<file path="src/rtl/sgdma_pkg.sv">
package sgdma_pkg;

  localparam int WORD_W     = 32;
  localparam int SIZE_W     = 16;
  localparam int BEAT_W     = 5;
  localparam int DESC_WORDS = 4;
  localparam int IDX_W      = $clog2(DESC_WORDS);

  typedef enum logic [2:0] {
    ST_IDLE,
    ST_FETCH,
    ST_SETUP,
    ST_WAIT,
    ST_RD,
    ST_WR,
    ST_LINK
  } sg_state_e;

  typedef struct packed {
    logic              flow;
    logic              dst_inc;
    logic              src_inc;
    logic [1:0]        dst_burst;
    logic [1:0]        src_burst;
    logic [1:0]        width;
    logic [SIZE_W-1:0] size;
  } sg_ctl_t;

  // width code 3 behaves as a full word
  function automatic logic [1:0] eff_width(input logic [1:0] code);
    return (code == 2'd3) ? 2'd2 : code;
  endfunction

  function automatic logic [BEAT_W-1:0] burst_beats(input logic [1:0] code);
    case (code)
      2'd0:    return BEAT_W'(1);
      2'd1:    return BEAT_W'(4);
      2'd2:    return BEAT_W'(8);
      default: return BEAT_W'(16);
    endcase
  endfunction

endpackage

</file>
<file path="src/rtl/sgdma_addr_unit.sv">
module sgdma_addr_unit #(
  parameter int AW = 32
) (
  input  logic          clk,
  input  logic          rst_n,
  input  logic          load,
  input  logic [AW-1:0] load_val,
  input  logic          step,
  input  logic          inc_en,
  input  logic [1:0]    width,
  output logic [AW-1:0] addr
);

  logic [AW-1:0] addr_q, addr_d;
  logic          addr_en;

  always_comb begin
    addr_d = addr_q;
    if (load)
      addr_d = load_val;
    else if (step && inc_en)
      addr_d = addr_q + (AW'(1) << width);
  end

  assign addr_en = load | step;

  always_ff @(posedge clk or negedge rst_n) begin
    if (!rst_n)
      addr_q <= '0;
    else if (addr_en)
      addr_q <= addr_d;
  end

  assign addr = addr_q;

endmodule

</file>
<file path="src/rtl/sgdma_xfer_cnt.sv">
module sgdma_xfer_cnt
  import sgdma_pkg::*;
(
  input  logic              clk,
  input  logic              rst_n,
  input  logic              ld_rem,
  input  logic [SIZE_W-1:0] rem_val,
  input  logic              ld_burst,
  input  logic [BEAT_W-1:0] beats,
  input  logic              dec,
  output logic              last_item,
  output logic              burst_end
);

  logic [SIZE_W-1:0] rem_q, rem_d;
  logic [BEAT_W-1:0] bur_q, bur_d;
  logic              rem_en, bur_en;

  always_comb begin
    rem_d = rem_q;
    if (ld_rem)
      rem_d = rem_val;
    else if (dec)
      rem_d = rem_q - SIZE_W'(1);

    bur_d = bur_q;
    if (ld_burst)
      bur_d = (rem_q < SIZE_W'(beats)) ? rem_q[BEAT_W-1:0] : beats;
    else if (dec)
      bur_d = bur_q - BEAT_W'(1);
  end

  assign rem_en = ld_rem | dec;
  assign bur_en = ld_burst | dec;

  always_ff @(posedge clk or negedge rst_n) begin
    if (!rst_n) begin
      rem_q <= '0;
      bur_q <= '0;
    end else begin
      if (rem_en) rem_q <= rem_d;
      if (bur_en) bur_q <= bur_d;
    end
  end

  assign last_item = (rem_q == SIZE_W'(1));
  assign burst_end = (bur_q == BEAT_W'(1));

endmodule

</file>
<file path="src/rtl/sgdma_chan.sv">
module sgdma_chan
  import sgdma_pkg::*;
#(
  parameter int AW = 32
) (
  input  logic          clk,
  input  logic          rst_n,
  input  logic          start,
  input  logic [AW-1:0] start_ptr,
  output logic          busy,
  output logic          irq,
  output logic          mem_req,
  output logic          mem_we,
  output logic [AW-1:0] mem_addr,
  output logic [1:0]    mem_size,
  output logic [31:0]   mem_wdata,
  input  logic [31:0]   mem_rdata,
  input  logic          mem_ready,
  input  logic          dreq
);

  localparam int SIDES = 2;  // 0 = source, 1 = destination

  sg_state_e         state_q, state_d;
  logic [IDX_W-1:0]  idx_q, idx_d;
  logic [AW-1:0]     ptr_q, ptr_d;
  logic [AW-1:0]     next_q;
  sg_ctl_t           ctl_q;
  logic [WORD_W-1:0] data_q, data_m;
  logic              armed_q, armed_d;
  logic              irq_q, irq_d;

  logic              acc, fetch_acc, rd_acc, wr_acc;
  logic              ld_rem, ld_burst;
  logic              last_item, burst_end;
  logic [1:0]        wsel;
  logic [SIZE_W-1:0] items;
  logic [BEAT_W-1:0] beats_sel;
  logic [SIDES-1:0]  side_load, side_inc;
  logic [AW-1:0]     side_addr [SIDES];

  assign acc       = mem_req & mem_ready;
  assign fetch_acc = acc & (state_q == ST_FETCH);
  assign rd_acc    = acc & (state_q == ST_RD);
  assign wr_acc    = acc & (state_q == ST_WR);

  assign wsel      = eff_width(ctl_q.width);
  assign items     = ctl_q.size >> wsel;
  assign beats_sel = burst_beats(ctl_q.dst_inc ? ctl_q.src_burst : ctl_q.dst_burst);

  assign side_load[0] = fetch_acc & (idx_q == IDX_W'(0));
  assign side_load[1] = fetch_acc & (idx_q == IDX_W'(1));
  assign side_inc     = {ctl_q.dst_inc, ctl_q.src_inc};

  for (genvar g = 0; g < SIDES; g++) begin : g_side
    sgdma_addr_unit #(.AW(AW)) u_addr (
      .clk      (clk),
      .rst_n    (rst_n),
      .load     (side_load[g]),
      .load_val (mem_rdata[AW-1:0]),
      .step     (wr_acc),
      .inc_en   (side_inc[g]),
      .width    (wsel),
      .addr     (side_addr[g])
    );
  end

  sgdma_xfer_cnt u_cnt (
    .clk       (clk),
    .rst_n     (rst_n),
    .ld_rem    (ld_rem),
    .rem_val   (items),
    .ld_burst  (ld_burst),
    .beats     (beats_sel),
    .dec       (wr_acc),
    .last_item (last_item),
    .burst_end (burst_end)
  );

  // next-state logic
  always_comb begin
    state_d  = state_q;
    idx_d    = idx_q;
    ptr_d    = ptr_q;
    irq_d    = 1'b0;
    ld_rem   = 1'b0;
    ld_burst = 1'b0;
    armed_d  = armed_q | ~dreq;
    case (state_q)
      ST_IDLE: begin
        if (start) begin
          ptr_d   = start_ptr;
          idx_d   = '0;
          state_d = ST_FETCH;
        end
      end
      ST_FETCH: begin
        if (acc) begin
          idx_d = idx_q + IDX_W'(1);
          if (idx_q == IDX_W'(DESC_WORDS - 1)) state_d = ST_SETUP;
        end
      end
      ST_SETUP: begin
        ld_rem = 1'b1;
        if (items == '0)   state_d = ST_LINK;
        else if (ctl_q.flow) state_d = ST_WAIT;
        else               state_d = ST_RD;
      end
      ST_WAIT: begin
        if (dreq && armed_q) begin
          ld_burst = 1'b1;
          armed_d  = 1'b0;
          state_d  = ST_RD;
        end
      end
      ST_RD: begin
        if (acc) state_d = ST_WR;
      end
      ST_WR: begin
        if (acc) begin
          if (last_item)                   state_d = ST_LINK;
          else if (ctl_q.flow && burst_end) state_d = ST_WAIT;
          else                             state_d = ST_RD;
        end
      end
      ST_LINK: begin
        if (next_q == '0) begin
          irq_d   = 1'b1;
          state_d = ST_IDLE;
        end else begin
          ptr_d   = next_q;
          idx_d   = '0;
          state_d = ST_FETCH;
        end
      end
      default: state_d = ST_IDLE;
    endcase
  end

  // memory port drive
  always_comb begin
    mem_req  = 1'b0;
    mem_we   = 1'b0;
    mem_addr = '0;
    mem_size = 2'd2;
    case (state_q)
      ST_FETCH: begin
        mem_req  = 1'b1;
        mem_addr = ptr_q + AW'({idx_q, 2'b00});
      end
      ST_RD: begin
        mem_req  = 1'b1;
        mem_addr = side_addr[0];
        mem_size = wsel;
      end
      ST_WR: begin
        mem_req  = 1'b1;
        mem_we   = 1'b1;
        mem_addr = side_addr[1];
        mem_size = wsel;
      end
      default: ;
    endcase
  end

  always_comb begin
    case (wsel)
      2'd0:    data_m = {24'd0, mem_rdata[7:0]};
      2'd1:    data_m = {16'd0, mem_rdata[15:0]};
      default: data_m = mem_rdata;
    endcase
  end

  // registers
  always_ff @(posedge clk or negedge rst_n) begin
    if (!rst_n) begin
      state_q <= ST_IDLE;
      idx_q   <= '0;
      ptr_q   <= '0;
      next_q  <= '0;
      ctl_q   <= '0;
      data_q  <= '0;
      armed_q <= 1'b0;
      irq_q   <= 1'b0;
    end else begin
      state_q <= state_d;
      idx_q   <= idx_d;
      ptr_q   <= ptr_d;
      armed_q <= armed_d;
      irq_q   <= irq_d;
      if (fetch_acc && idx_q == IDX_W'(2)) begin
        ctl_q.size      <= mem_rdata[15:0];
        ctl_q.width     <= mem_rdata[17:16];
        ctl_q.src_burst <= mem_rdata[19:18];
        ctl_q.dst_burst <= mem_rdata[21:20];
        ctl_q.src_inc   <= mem_rdata[24];
        ctl_q.dst_inc   <= mem_rdata[25];
        ctl_q.flow      <= mem_rdata[26];
      end
      if (fetch_acc && idx_q == IDX_W'(3))
        next_q <= mem_rdata[AW-1:0];
      if (rd_acc)
        data_q <= data_m;
    end
  end

  assign busy      = (state_q != ST_IDLE);
  assign irq       = irq_q;
  assign mem_wdata = data_q;

endmodule

</file>
<file path="config.mk">
export PLATFORM = sky130hd
export DESIGN_NAME = sgdma_chan
export DESIGN_NICKNAME = d
export VERILOG_FILES = /design/src/rtl/sgdma_pkg.sv /design/src/rtl/sgdma_addr_unit.sv /design/src/rtl/sgdma_xfer_cnt.sv /design/src/rtl/sgdma_chan.sv
export SDC_FILE = /design/constraint.sdc
export NUM_CORES = 1
export LEC_CHECK = 0
export BUFFER_PORTS_ARGS = -buffer_cell sky130_fd_sc_hd__buf_2
export CELL_PAD_IN_SITES_DETAIL_PLACEMENT = 0
export CELL_PAD_IN_SITES_GLOBAL_PLACEMENT = 1
export CORE_MARGIN = 4
export CORE_UTILIZATION = 50
export CTS_CLUSTER_DIAMETER = 30
export CTS_CLUSTER_SIZE = 24
export DETAILED_ROUTE_END_ITERATION = 10
export MAX_ROUTING_LAYER = met4
export PLACE_DENSITY_LB_ADDON = 0.1
export SLEW_MARGIN = 20
export SYNTH_ARGS = -nofsm -noshare
export SYNTH_HDL_FRONTEND = slang
export SYNTH_HIERARCHICAL = 1
export SYNTH_SLANG_ARGS = --single-unit
</file>
<file path="constraint.sdc">
create_clock -name clk -period 10 [get_ports clk]
set_clock_uncertainty 0.2 [all_clocks]
set_input_delay 1.5 -clock clk [delete_from_list [all_inputs] [get_ports clk]]
set_output_delay 1.5 -clock clk [all_outputs]
set_load 0.05 [all_outputs]
</file>
==> results of run 1 <==
## state kept, by name (all words and copies together) (netlist names)
signal	cells
mem_wdata	32
ptr_q	32
armed_q	1
g_side.u_addr/addr	64
u_cnt/rem_q	16
irq	1
ctl_q	25
u_cnt/bur_q	5
idx_q	2
next_q	32
state_q	3
## power groups by stage
stage	logic, mW	clock network (mW)	registers [mW]
after global placement	2.40	0	1.69
after detailed placement	2.43	0	1.70
after CTS	2.45	1.88	1.69
after floorplan	1.72	0	1.74
after global routing	2.65	1.92	1.76
final	2.45	1.85	1.70
## Yosys cell counts, types with 7 or more instances
library cell  instances  share of area [%]
dfrtp_1             213                 41
nand2_1             170                4.9
mux2_2              103                9.0
o21ai_0              82                3.2
nor2_1               66                1.9
nand3_1              48                1.9
clkbuf_1             42                1.2
xnor2_1              40                2.7
mux2i_1              36                2.8
xor2_1               31                2.1
a21oi_1              30                1.2
mux2_4               30                3.5
nor4_1               29                1.4
nand4_1              28                1.4
inv_1                27               0.78
or4_1                26                1.5
a31oi_1              24                1.2
ha_1                 22                2.1
o31ai_1              18                1.0
nor3_1               17               0.66
and3_1               15               0.73
buf_2                13               0.50
buf_1                12               0.35
o211ai_1             11               0.64
o22ai_1              11               0.53
and4_1               10               0.68
nand2b_1             10               0.48
nor2b_1              10               0.48
and2_1                9               0.44
nor3b_1               7               0.41
nor4b_1               7               0.47
## metrics by stage
stage / cells / instance area (sq um)
floorplan: 1313 / 12900
global placement: 1722 / 13800
detailed placement: 1722 / 13800
CTS: 1822 / 15800
global route: 1822 / 15800
finish: 1824 / 15800
## cell usage in the layout (no fill, tap or decap), drive strengths merged, types with 8 or more instances in the layout
cell type  instances
xnor2             40
bufinv            11
clkinv            20
buf              156
inv               30
dfrtp            213
nand2            171
o22ai             15
and3              15
mux2             134
o21ai             89
nand4             31
a21oi             30
xor2              31
mux2i             36
nand3             49
or4               27
o211ai            11
nor4b              9
nor3b              8
nor4              32
ha                22
nor2              67
and4              12
nor2b             10
o31ai             18
nor3              19
and2               9
nand2b            10
a31oi             24
clkbuf            64
## cell families after synthesis
logic type / synth area share (%)
adders and majority gates: 2.59
DFF: 41.2
AOI/OAI and AO/OA: 12.2
xor gates and xnor gates: 4.81
muxes: 15.3
other: 0.0290
and+or+nand+nor: 20.2
buffers and inverters: 3.64
## worst max-delay path, cell delays in order (launching register included)
cell,delay (ns)
dfrtp_1,0.32
buf_4,0.41
inv_1,0.35
nor2_1,0.74
o21ai_0,0.21
a31oi_1,0.35
buf_2,0.34
## final cells by class
cell class	instances	share of cell area, %
multi-input combinational	993	45.3
sequential	213	33.7
clock buffer	64	9.31
timing repair buffer	156	5.29
clock inverter	36	3.03
tap	330	2.61
inverter	30	0.713
antenna	2	0.0317
## worst paths after layout
path | from | end | slack [ns] | cells past startpoint
worst max-delay path | state_q[0] | mem_addr[17] | 5.03 | 6
worst min-delay path | mem_wdata[10] | mem_wdata[10] | 0.27 | 2
worst min register to register | mem_wdata[10] | mem_wdata[10] | 0.27 | 2
max in group asynchronous | rst_n | g_side[0].u_addr/addr[13] | 7.50 | 2
min in group asynchronous | rst_n | u_cnt/rem_q[10] | 0.79 | 1
worst max register to register | state_q[0] | g_side[1].u_addr/addr[14] | 5.97 | 7
## layer usage
metal  GRT usage [%]  part of all wire, %  vias to the layer above
li1                -                    -                     5095
met1            38.6                   45                     5418
met2            42.5                   46                      394
met3            5.46                  7.4                       80
met4            7.87                  2.6                        0
met5               -                    0                        -
==> reports/qor.csv, run 1 <==
stage;metric;value;unit
timing;number of pins with negative max-slew slack in the final report;0;
synthesis;post-synthesis sequential element count;213;
global_route;overall track demand over capacity in global routing;28.0;%
clock_network;clk root buf;clkbuf_16;
setup_path;critical path required time;8.30;ns
global_route;antenna violations before repair;3;
clock_network;number of buffers created by CTS;53;
route;remaining antenna violation count after routing;0;
cells_and_area;total area of sequential cells;5330;sq um
route;via density per instance;6.02;
clock_network;hold buffer count at cts;0;
die;number of cell rows;58;
clock_network;total of cells resized after clock tree synthesis;0;
route;total detailed-routing wirelength;39700;um
power;switching power summed over all nets;2.56;mW
synthesis;Mean Syn Cell Area;9.84;sq um
route;routed len/inst;21.8;um
cells_and_area;net count of the finished layout;1541;
route;Starting DRT DRC Count;1005;
timing;actual transition at the worst max-transition pin;0.835;ns
synthesis;Mapped Cells;1313;
timing;worst hold slack across all endpoints;0.267;ns
die;Initial Utilization;51.0;%
clock_network;worst-case clock buffer depth;3;
clock_network;Clk Latency, worst-skew pair;0.54;ns
power;switching share of power;42.6;%
timing;unrepaired setup endpoints after global routing;false;
synthesis;net count after synthesis;1407;
setup_path;worst setup path class;reg2out;
flow_run;max-cap violations;0;
global_route;number of global-route vias before repair;10800;
status;result of the run;finished clean;
placed_design;buffers added on ports;138;
die;vertical die dimension;169;um
synthesis;warnings from Yosys;6;
clock_network;number of H-tree levels;2;
timing;number of hold violations in the final report;0;
clock_network;setup repair bufs after CTS;0;
global_route;maximum number of pins on one net before global-route repair;103;
die;die extent in x;169;um
synthesis;Synth Flop Type;dfrtp_1;
route;vias post-DR;11000;
power;Worst VDD drop;243;uV
power;ratio of total power to cell area;381;nW/um^2
die;DIE AREA;28500;sq um
synthesis;Synth Cell Area;12900;sq um
die;area inside the core boundary;25300;sq um
power;internal power component;3.45;mW
timing;setup violation total in the final timing report;0;
synthesis;EDFF count, synth;0;
synthesis;share of synthesized registers carrying an async set or reset;100;%
timing;sum of negative setup slack;0;ns
route;number of remaining DRC errors;0;
timing;maximum operating frequency;0.201;GHz
cells_and_area;fraction of layout instances using a drive strength above 1;28.2;%
cells_and_area;Multi-input gate area;7150;sq um
power;clock share of power;30.8;%
die;top-level port count;139;
placed_design;Worst Setup Slack post-DPL;5.47;ns
synthesis;number of distinct standard cells referenced by the synthesized netlist;81;
power;leakage power of the design;6.90;nW
min_path;Hold Path Class;reg2reg;
timing;min cycle time layout;4.97;ns
cells_and_area;P&R area growth vs syn;22.2;%
clock_network;TritonCTS clock tree;built;
clock_network;number of sinks on the clock net;213;
timing;relative slew slack;44.1;%
clock_network;clock input transition at the sequential cells of the worst setup and hold paths;0.05;ns
power;power share of the sequential group;28.4;%
global_route;global-route wire length before repair;61300;um
placed_design;final weighted congestion of routability-driven global placement;0.921;
setup_path;highest net fanout along the worst path;34;
setup_path;kind of start point of the critical path;flop;
timing;fin crit share;49.7;%
synthesis;sequential cell area fraction in the yosys report;41.2;%
power;combinational power share;40.8;%
cells_and_area;number of fill cells;2131;
route;total iterations of the first detailed-routing run;7;
placed_design;detailed placer's ending HPWL;27700;um
cells_and_area;share of the core filled with cells;62.4;%
setup_path;arrival time of the worst setup path;3.27;ns
timing;Worst Setup Slack, final;5.03;ns
setup_path;kind of end point of the critical path;output port;
global_route;total congestion overflow;0;
power;Overall Power;6.01;mW
Power figures use the tool's default switching activity.
==> run 2: changes to the inputs <==
Settings changed: CORE_UTILIZATION 50 to 47.
Clock period 10 ns to 4.75 ns, I/O delays scaled along.
==> run 2 against run 1 <==
Net effect:
- critical path type unchanged
- sequential power is 110% higher
- final cell count is 1.3% higher
- first-iteration DRC count is 1.1% lower
- worst setup slack worse by 4.3 ns
- sequential cell count did not move
- power rose by 110%
- cell area increased by 1.1%
- core utilization shrank 3.3 points
- register-to-register slack worse by 4.6 ns
- the flow now finishes with violations (negative hold slack)
- combinational power rose by 110%
- count of clock-buffer cells in the layout increased by 9
- largest cell class unchanged
- sequential share of layout area is 0.34 points lower
- critical endpoint is now mem_addr[18]
==> reports/qor.csv, run 2 (synthesized netlist as in run 1, its figures left out) <==
stage;metric;value;unit;change
status;result of the run;finished with violations;;was finished clean
status;failing checks;negative hold slack;;
power;ratio of total power to cell area;808;nW/um^2;was 381 nW/um^2
clock_network;clk root buf;clkbuf_16;;unchanged
cells_and_area;commonest non-fill, non-tap cell in the layout;dfrtp_1;;unchanged
route;Starting DRT DRC Count;994;;was 1005
cells_and_area;share of the core filled with cells;59.1;%;was 62.4%
clock_network;setup repair bufs after CTS;0;;unchanged
timing;number of pins with negative max-slew slack in the final report;0;;unchanged
global_route;maximum number of pins on one net before global-route repair;118;;was 103
global_route;number of global-route vias before repair;10900;;was 10800
route;via density per instance;5.94;;was 6.02
timing;worst hold slack across all endpoints;-0.0108;ns;was 0.267 ns
clock_network;TritonCTS clock tree;built;;unchanged
clock_network;hold buffer count at cts;0;;unchanged
power;combinational power share;39.9;%;was 40.8%
placed_design;# placed instances;1740;;was 1722
power;clock share of power;31.8;%;was 30.8%
timing;min cycle time layout;4.03;ns;
route;total iterations of the first detailed-routing run;8;;was 7
power;switching share of power;42.6;%;about the same
power;leakage power of the design;6.98;nW;was 6.90 nW
clock_network;Clk Latency, worst-skew pair;0.57;ns;was 0.54 ns
die;DIE AREA;30200;sq um;was 28500 sq um
timing;Worst Setup Slack, final;0.718;ns;was 5.03 ns
route;remaining antenna violation count after routing;0;;unchanged
cells_and_area;commonest non-fill, non-tap cells in the layout;212 x dfrtp_1, 170 x nand2_1, 137 x buf_2;;was 213 x dfrtp_1, 170 x nand2_1, 137 x buf_2
placed_design;detailed placer's ending HPWL;29400;um;was 27700 um
timing;setup violation total in the final timing report;0;;unchanged
placed_design;Worst Setup Slack post-DPL;1.34;ns;was 5.47 ns
clock_network;total of cells resized after clock tree synthesis;0;;unchanged
cells_and_area;fraction of layout instances using a drive strength above 1;28.5;%;was 28.2%
die;top-level port count;139;;unchanged
die;number of cell rows;60;;was 58
timing;actual transition at the worst max-transition pin;1.06;ns;was 0.835 ns
placed_design;buffers added on ports;138;;unchanged
timing;fin crit share;84.9;%;
cells_and_area;Layout Cells excl Fill;1847;;was 1824
setup_path;highest net fanout along the worst path;7;;was 34
route;total detailed-routing wirelength;41300;um;was 39700 um
global_route;total congestion overflow;0;;unchanged
setup_path;worst setup path class;reg2out;;unchanged
global_route;overall track demand over capacity in global routing;27.8;%;was 28.0%
timing;number of hold violations in the final report;4;;was 0
power;power share of the sequential group;28.2;%;was 28.4%
timing;relative slew slack;29.3;%;was 44.1%
min_path;Hold Path Class;in2async;;was reg2reg
clock_network;number of buffers created by CTS;57;;was 53
clock_network;clock input transition at the sequential cells of the worst setup and hold paths;0.04;ns;was 0.05 ns
power;Overall Power;12.9;mW;was 6.01 mW
setup_path;kind of start point of the critical path;flop;;unchanged
route;vias post-DR;11000;;about the same
clock_network;worst-case clock buffer depth;3;;unchanged
power;Worst VDD drop;460;uV;was 243 uV
clock_network;number of H-tree levels;2;;unchanged
setup_path;worst reg2reg path startpoint;state_q[0];;unchanged
setup_path;critical path required time;3.84;ns;was 8.30 ns
global_route;global-route wire length before repair;64700;um;was 61300 um
die;die extent in x;174;um;was 169 um
placed_design;final weighted congestion of routability-driven global placement;0.877;;was 0.921
flow_run;max-cap violations;0;;unchanged
setup_path;startpoint of the worst setup timing path;idx_q[0];;was state_q[0]
timing;unrepaired setup endpoints after global routing;false;;unchanged
cells_and_area;number of fill cells;2380;;was 2131
die;area inside the core boundary;27000;sq um;was 25300 sq um
power;internal power component;7.41;mW;was 3.45 mW
route;number of remaining DRC errors;0;;unchanged
die;vertical die dimension;174;um;was 169 um
cells_and_area;P&R area growth vs syn;23.5;%;was 22.2%
global_route;antenna violations before repair;3;;unchanged
die;Initial Utilization;47.8;%;was 51.0%
cells_and_area;net count of the finished layout;1552;;was 1541
setup_path;kind of end point of the critical path;output port;;unchanged
power;switching power summed over all nets;5.49;mW;was 2.56 mW
setup_path;arrival time of the worst setup path;3.12;ns;was 3.27 ns
timing;maximum operating frequency;0.248;GHz;
cells_and_area;max reg flops;64;;unchanged
timing;sum of negative setup slack;0;ns;unchanged
route;routed len/inst;22.4;um;was 21.8 um
clock_network;number of sinks on the clock net;213;;unchanged
## run 2: cell count changes in the layout (fill, tap and decap cells not counted), moves of 2 or more
| cell | before | now |
|---|---|---|
| clkinv_4 | 1 | 6 |
| clkbuf_8 | 6 | 8 |
| clkbuf_1 | 3 | 8 |
| clkinv_2 | 17 | 9 |
| clkbuf_16 | 55 | 57 |
| buf_4 | 18 | 25 |
## run 2: final timing paths
path                                             end  slack (ns)  cells past startpoint
max in group asynchronous  g_side[1].u_addr/addr[29]        3.29                      2
hold reg to reg                        mem_wdata[15]        0.27                      2
setup reg to reg           g_side[0].u_addr/addr[29]        1.35                      7
hold / removal                        u_cnt/rem_q[7]       -0.01                      1
min in group clk                             armed_q        0.17                      2
setup / recovery                        mem_addr[18]        0.72                      8
## run 2: through the flow
step / instance area, sq um / hold slack, ns
4_1_cts: 16000 / 0.0939
3_3_place_gp: 13900 / 0.256
6_report: 16000 / -0.0108
2_1_floorplan: 12900 / 0.217
3_5_place_dp: 13900 / 0.265
5_1_grt: 16000 / 0.104
## run 2: cell type report
type,instances,area (sq um),area share [%]
diodes,1,2.50,0.0157
clock buffers,73,1570,9.81
clock inverters,33,495,3.10
inverters,30,113,0.706
multi-input cells,993,7140,44.7
flip-flops and latches,213,5330,33.4
well taps,341,427,2.67
repair buffers,163,888,5.57
## run 2: worst max-delay path, cell delays in order (launching register included)
cell and delay [ns]:
dfrtp_1 0.44, ha_1 0.22, fa_1 0.26, nand4_1 0.22
nor4_4 0.49, xor2_1 0.21, nand2_1 0.08, a31oi_1 0.30
buf_2 0.34
## run 2: power by group through the flow
stage               Clock (mW)  Combinational [mW]  Sequential (mW)
floorplan                    0                3.63             3.67
global placement             0                5.09             3.61
detailed placement           0                5.12             3.63
CTS                       4.15                5.16             3.62
global route              4.27                5.58             3.77
finish                    4.11                5.15             3.64
## run 2: metal layers
| layer | routed length [um] | share of wire, % | track usage (%) | vias up |
|---|---|---|---|---|
| met5 | 0 | 0 | - | - |
| met1 | 18600 | 45 | 37.7 | 5404 |
| li1 | - | - | - | 5144 |
| met3 | 2590 | 6.3 | 5.37 | 74 |
| met2 | 18900 | 46 | 42.2 | 347 |
| met4 | 1230 | 3.0 | 8.91 | 0 |
==> run 3: changes to the inputs <==
Settings changed: CORE_UTILIZATION 47 to 42.
Clock period 4.75 ns to 3.45 ns, I/O delays scaled along.
==> run 3 against run 2 <==
Net effect:
- the flow now finishes without violations
- worst setup slack got worse by 0.65 ns
- wire length increased by 2.2%
- power increased by 39%
- clock power increased by 35%
- hold slack improved by 0.088 ns
- critical path depth unchanged
- sequential power increased by 37%
- first-iteration DRC count decreased by 7.8%
- critical path type unchanged
- largest cell class unchanged
==> reports/qor.csv, run 3 (synthesized netlist as in run 1, its figures left out) <==
stage;metric;value;unit;change
cells_and_area;Multi-input gate area;7190;sq um;was 7140 sq um
timing;setup violation total in the final timing report;0;;unchanged
route;remaining antenna violation count after routing;0;;unchanged
setup_path;critical path required time;2.73;ns;was 3.84 ns
setup_path;max incr delay on CP;0.40;ns;was 0.49 ns
timing;relative slew slack;30.4;%;was 29.3%
cells_and_area;share of the core filled with cells;54.4;%;was 59.1%
placed_design;buffers added on ports;138;;unchanged
setup_path;crit path cell chain;ha_2 > fa_2 > nand4_1 > nor3_1 > xor2_1 > a222oi_1 > nor2_1 > buf_6;;was ha_1 > fa_1 > nand4_1 > nor4_4 > xor2_1 > nand2_1 > a31oi_1 > buf_2
status;result of the run;finished clean;;was finished with violations
cells_and_area;fraction of layout instances using a drive strength above 1;30.0;%;was 28.5%
global_route;total congestion overflow;0;;unchanged
cells_and_area;total area of sequential cells;5330;sq um;unchanged
timing;min cycle time layout;3.38;ns;
die;Initial Utilization;43.0;%;was 47.8%
timing;maximum operating frequency;0.296;GHz;
die;top-level port count;139;;unchanged
route;total detailed-routing wirelength;42200;um;was 41300 um
timing;unrepaired setup endpoints after global routing;true;;was false
setup_path;cell at the slowest stage of the critical path;fa_2;;was nor4_4
clock_network;Clk Latency, worst-skew pair;0.57;ns;about the same
timing;actual transition at the worst max-transition pin;1.04;ns;was 1.06 ns
die;DIE AREA;33600;sq um;was 30200 sq um
clock_network;number of buffers created by CTS;57;;unchanged
min_path;Hold Path Class;in2reg;;was in2async
setup_path;kind of end point of the critical path;output port;;unchanged
clock_network;number of H-tree levels;2;;unchanged
setup_path;worst setup path class;reg2out;;unchanged
route;vias post-DR;10900;;was 11000
setup_path;arrival time of the worst setup path;2.66;ns;was 3.12 ns
global_route;overall track demand over capacity in global routing;25.4;%;was 27.8%
power;leakage power of the design;7.12;nW;was 6.98 nW
cells_and_area;final std cell area, no fill;16300;sq um;was 16000 sq um
timing;number of pins with negative max-slew slack in the final report;0;;unchanged
power;Worst VDD drop;649;uV;was 460 uV
placed_design;area after detailed placement;14100;sq um;was 13900 sq um
cells_and_area;commonest non-fill, non-tap cells in the layout;212 x dfrtp_1, 169 x nand2_1, 119 x buf_2;;was 212 x dfrtp_1, 170 x nand2_1, 137 x buf_2
global_route;global-route wire length before repair;64600;um;was 64700 um
global_route;maximum number of pins on one net before global-route repair;75;;was 118
die;number of cell rows;63;;was 60
cells_and_area;commonest non-fill, non-tap cell in the layout;dfrtp_1;;unchanged
power;ratio of total power to cell area;1100;nW/um^2;was 808 nW/um^2
die;die extent in x;183;um;was 174 um
global_route;antenna violations before repair;5;;was 3
route;routed len/inst;22.0;um;was 22.4 um
setup_path;highest net fanout along the worst path;3;;was 7
route;via density per instance;5.66;;was 5.94
clock_network;worst-case clock buffer depth;3;;unchanged
placed_design;final weighted congestion of routability-driven global placement;0.923;;was 0.877
route;Starting DRT DRC Count;916;;was 994
flow_run;max-cap violations;0;;unchanged
timing;number of hold violations in the final report;0;;was 4
die;vertical die dimension;183;um;was 174 um
clock_network;clock input transition at the sequential cells of the worst setup and hold paths;0.05;ns;was 0.04 ns
setup_path;kind of start point of the critical path;flop;;unchanged
timing;fin crit share;97.9;%;
clock_network;clk root buf;clkbuf_16;;unchanged
clock_network;number of sinks on the clock net;213;;unchanged
cells_and_area;net count of the finished layout;1575;;was 1552
route;number of remaining DRC errors;0;;unchanged
cells_and_area;max reg flops;64;;unchanged
placed_design;detailed placer's ending HPWL;30800;um;was 29400 um
clock_network;TritonCTS clock tree;built;;unchanged
cells_and_area;P&R area growth vs syn;26.5;%;was 23.5%
die;area inside the core boundary;30000;sq um;was 27000 sq um
route;total iterations of the first detailed-routing run;5;;was 8
cells_and_area;number of fill cells;2719;;was 2380
global_route;number of global-route vias before repair;10900;;about the same
[run 3: changes by cell type in the layout (fill, tap and decap cells not counted), sizes merged]
cell	previous run	this run
buf	163	180
bufinv	11	8
clkbuf	73	83
clkinv	17	16
diode	1	2
dlygate4sd3	0	2
inv	31	29
[run 3: final cells by class]
| type | instances | share of cell area [%] |
|---|---|---|
| Antenna cell | 2 | 0.0306 |
| Clock buffer | 79 | 10.2 |
| Clock inverter | 27 | 2.43 |
| Inverter | 30 | 0.689 |
| Multi-Input combinational cell | 993 | 44.0 |
| Sequential cell | 213 | 32.6 |
| Tap cell | 390 | 2.98 |
| Timing Repair Buffer | 186 | 7.14 |
[run 3: path summary, 6_finish.rpt]
path / to / slack, ns / cells after the start / start
hold / removal: mem_wdata[30] / 0.08 / 3 / mem_rdata[30]
max in group asynchronous: g_side[0].u_addr/addr[11] / 1.96 / 3 / rst_n
setup / recovery: mem_addr[14] / 0.07 / 8 / idx_q[0]
hold reg to reg: mem_wdata[15] / 0.27 / 2 / mem_wdata[15]
setup reg to reg: g_side[1].u_addr/addr[14] / 0.31 / 9 / ctl_q[16]
min in group asynchronous: ctl_q[2] / 0.35 / 2 / rst_n
[run 3: metal layers]
layer | GRT usage, % | share of wire (%) | vias up | wire length (um)
li1 | - | - | 5166 | -
met1 | 35.4 | 45 | 5337 | 19200
met2 | 38.6 | 46 | 302 | 19500
met3 | 4.23 | 6.4 | 59 | 2700
met4 | 6.91 | 1.9 | 0 | 820
met5 | - | 0 | - | 0
[run 3: critical path, delay by kind of cell, from the launching register on]
kind | cells | cell delay (ns)
adders and majority gates | 2 | 0.61
DFF | 1 | 0.39
and+or+nand+nor | 3 | 0.37
xor gates and xnor gates | 1 | 0.19
buffers and inverters | 1 | 0.17
AOI/OAI and AO/OA | 1 | 0.37
[run 3: what timing repair did]
action / CTS / global route
pin swaps: 2 / 6
gates resized for setup: 15 / 24
hold buffers: 2 / 0
setup buffers: 3 / 1
hold endpoints to repair: 69 / 0
endpoints found under the setup margin: 22 / 18
[run 3: per-stage QoR]
stage	setup slack, ns	hold slack (ns)	setup TNS, ns	power [mW]	std cells
after floorplan	0.120	0.0219	0	10.1	1313
after global placement	0.300	0.259	0	12.1	1806
after detailed placement	0.273	0.265	0	12.2	1806
after CTS	0.00216	0.0583	0	17.9	1917
after global routing	-0.0327	0.0817	-0.0937	18.9	1919
final	0.0720	0.0775	0	18.0	1920
[run 3: where the power goes]
group,switching (mW),internal (mW),leakage (nW)
sequential,1.39,3.59,2.69
combinational,4.60,2.82,3.43
clock,1.63,3.93,1.00
total,7.62,10.3,7.12
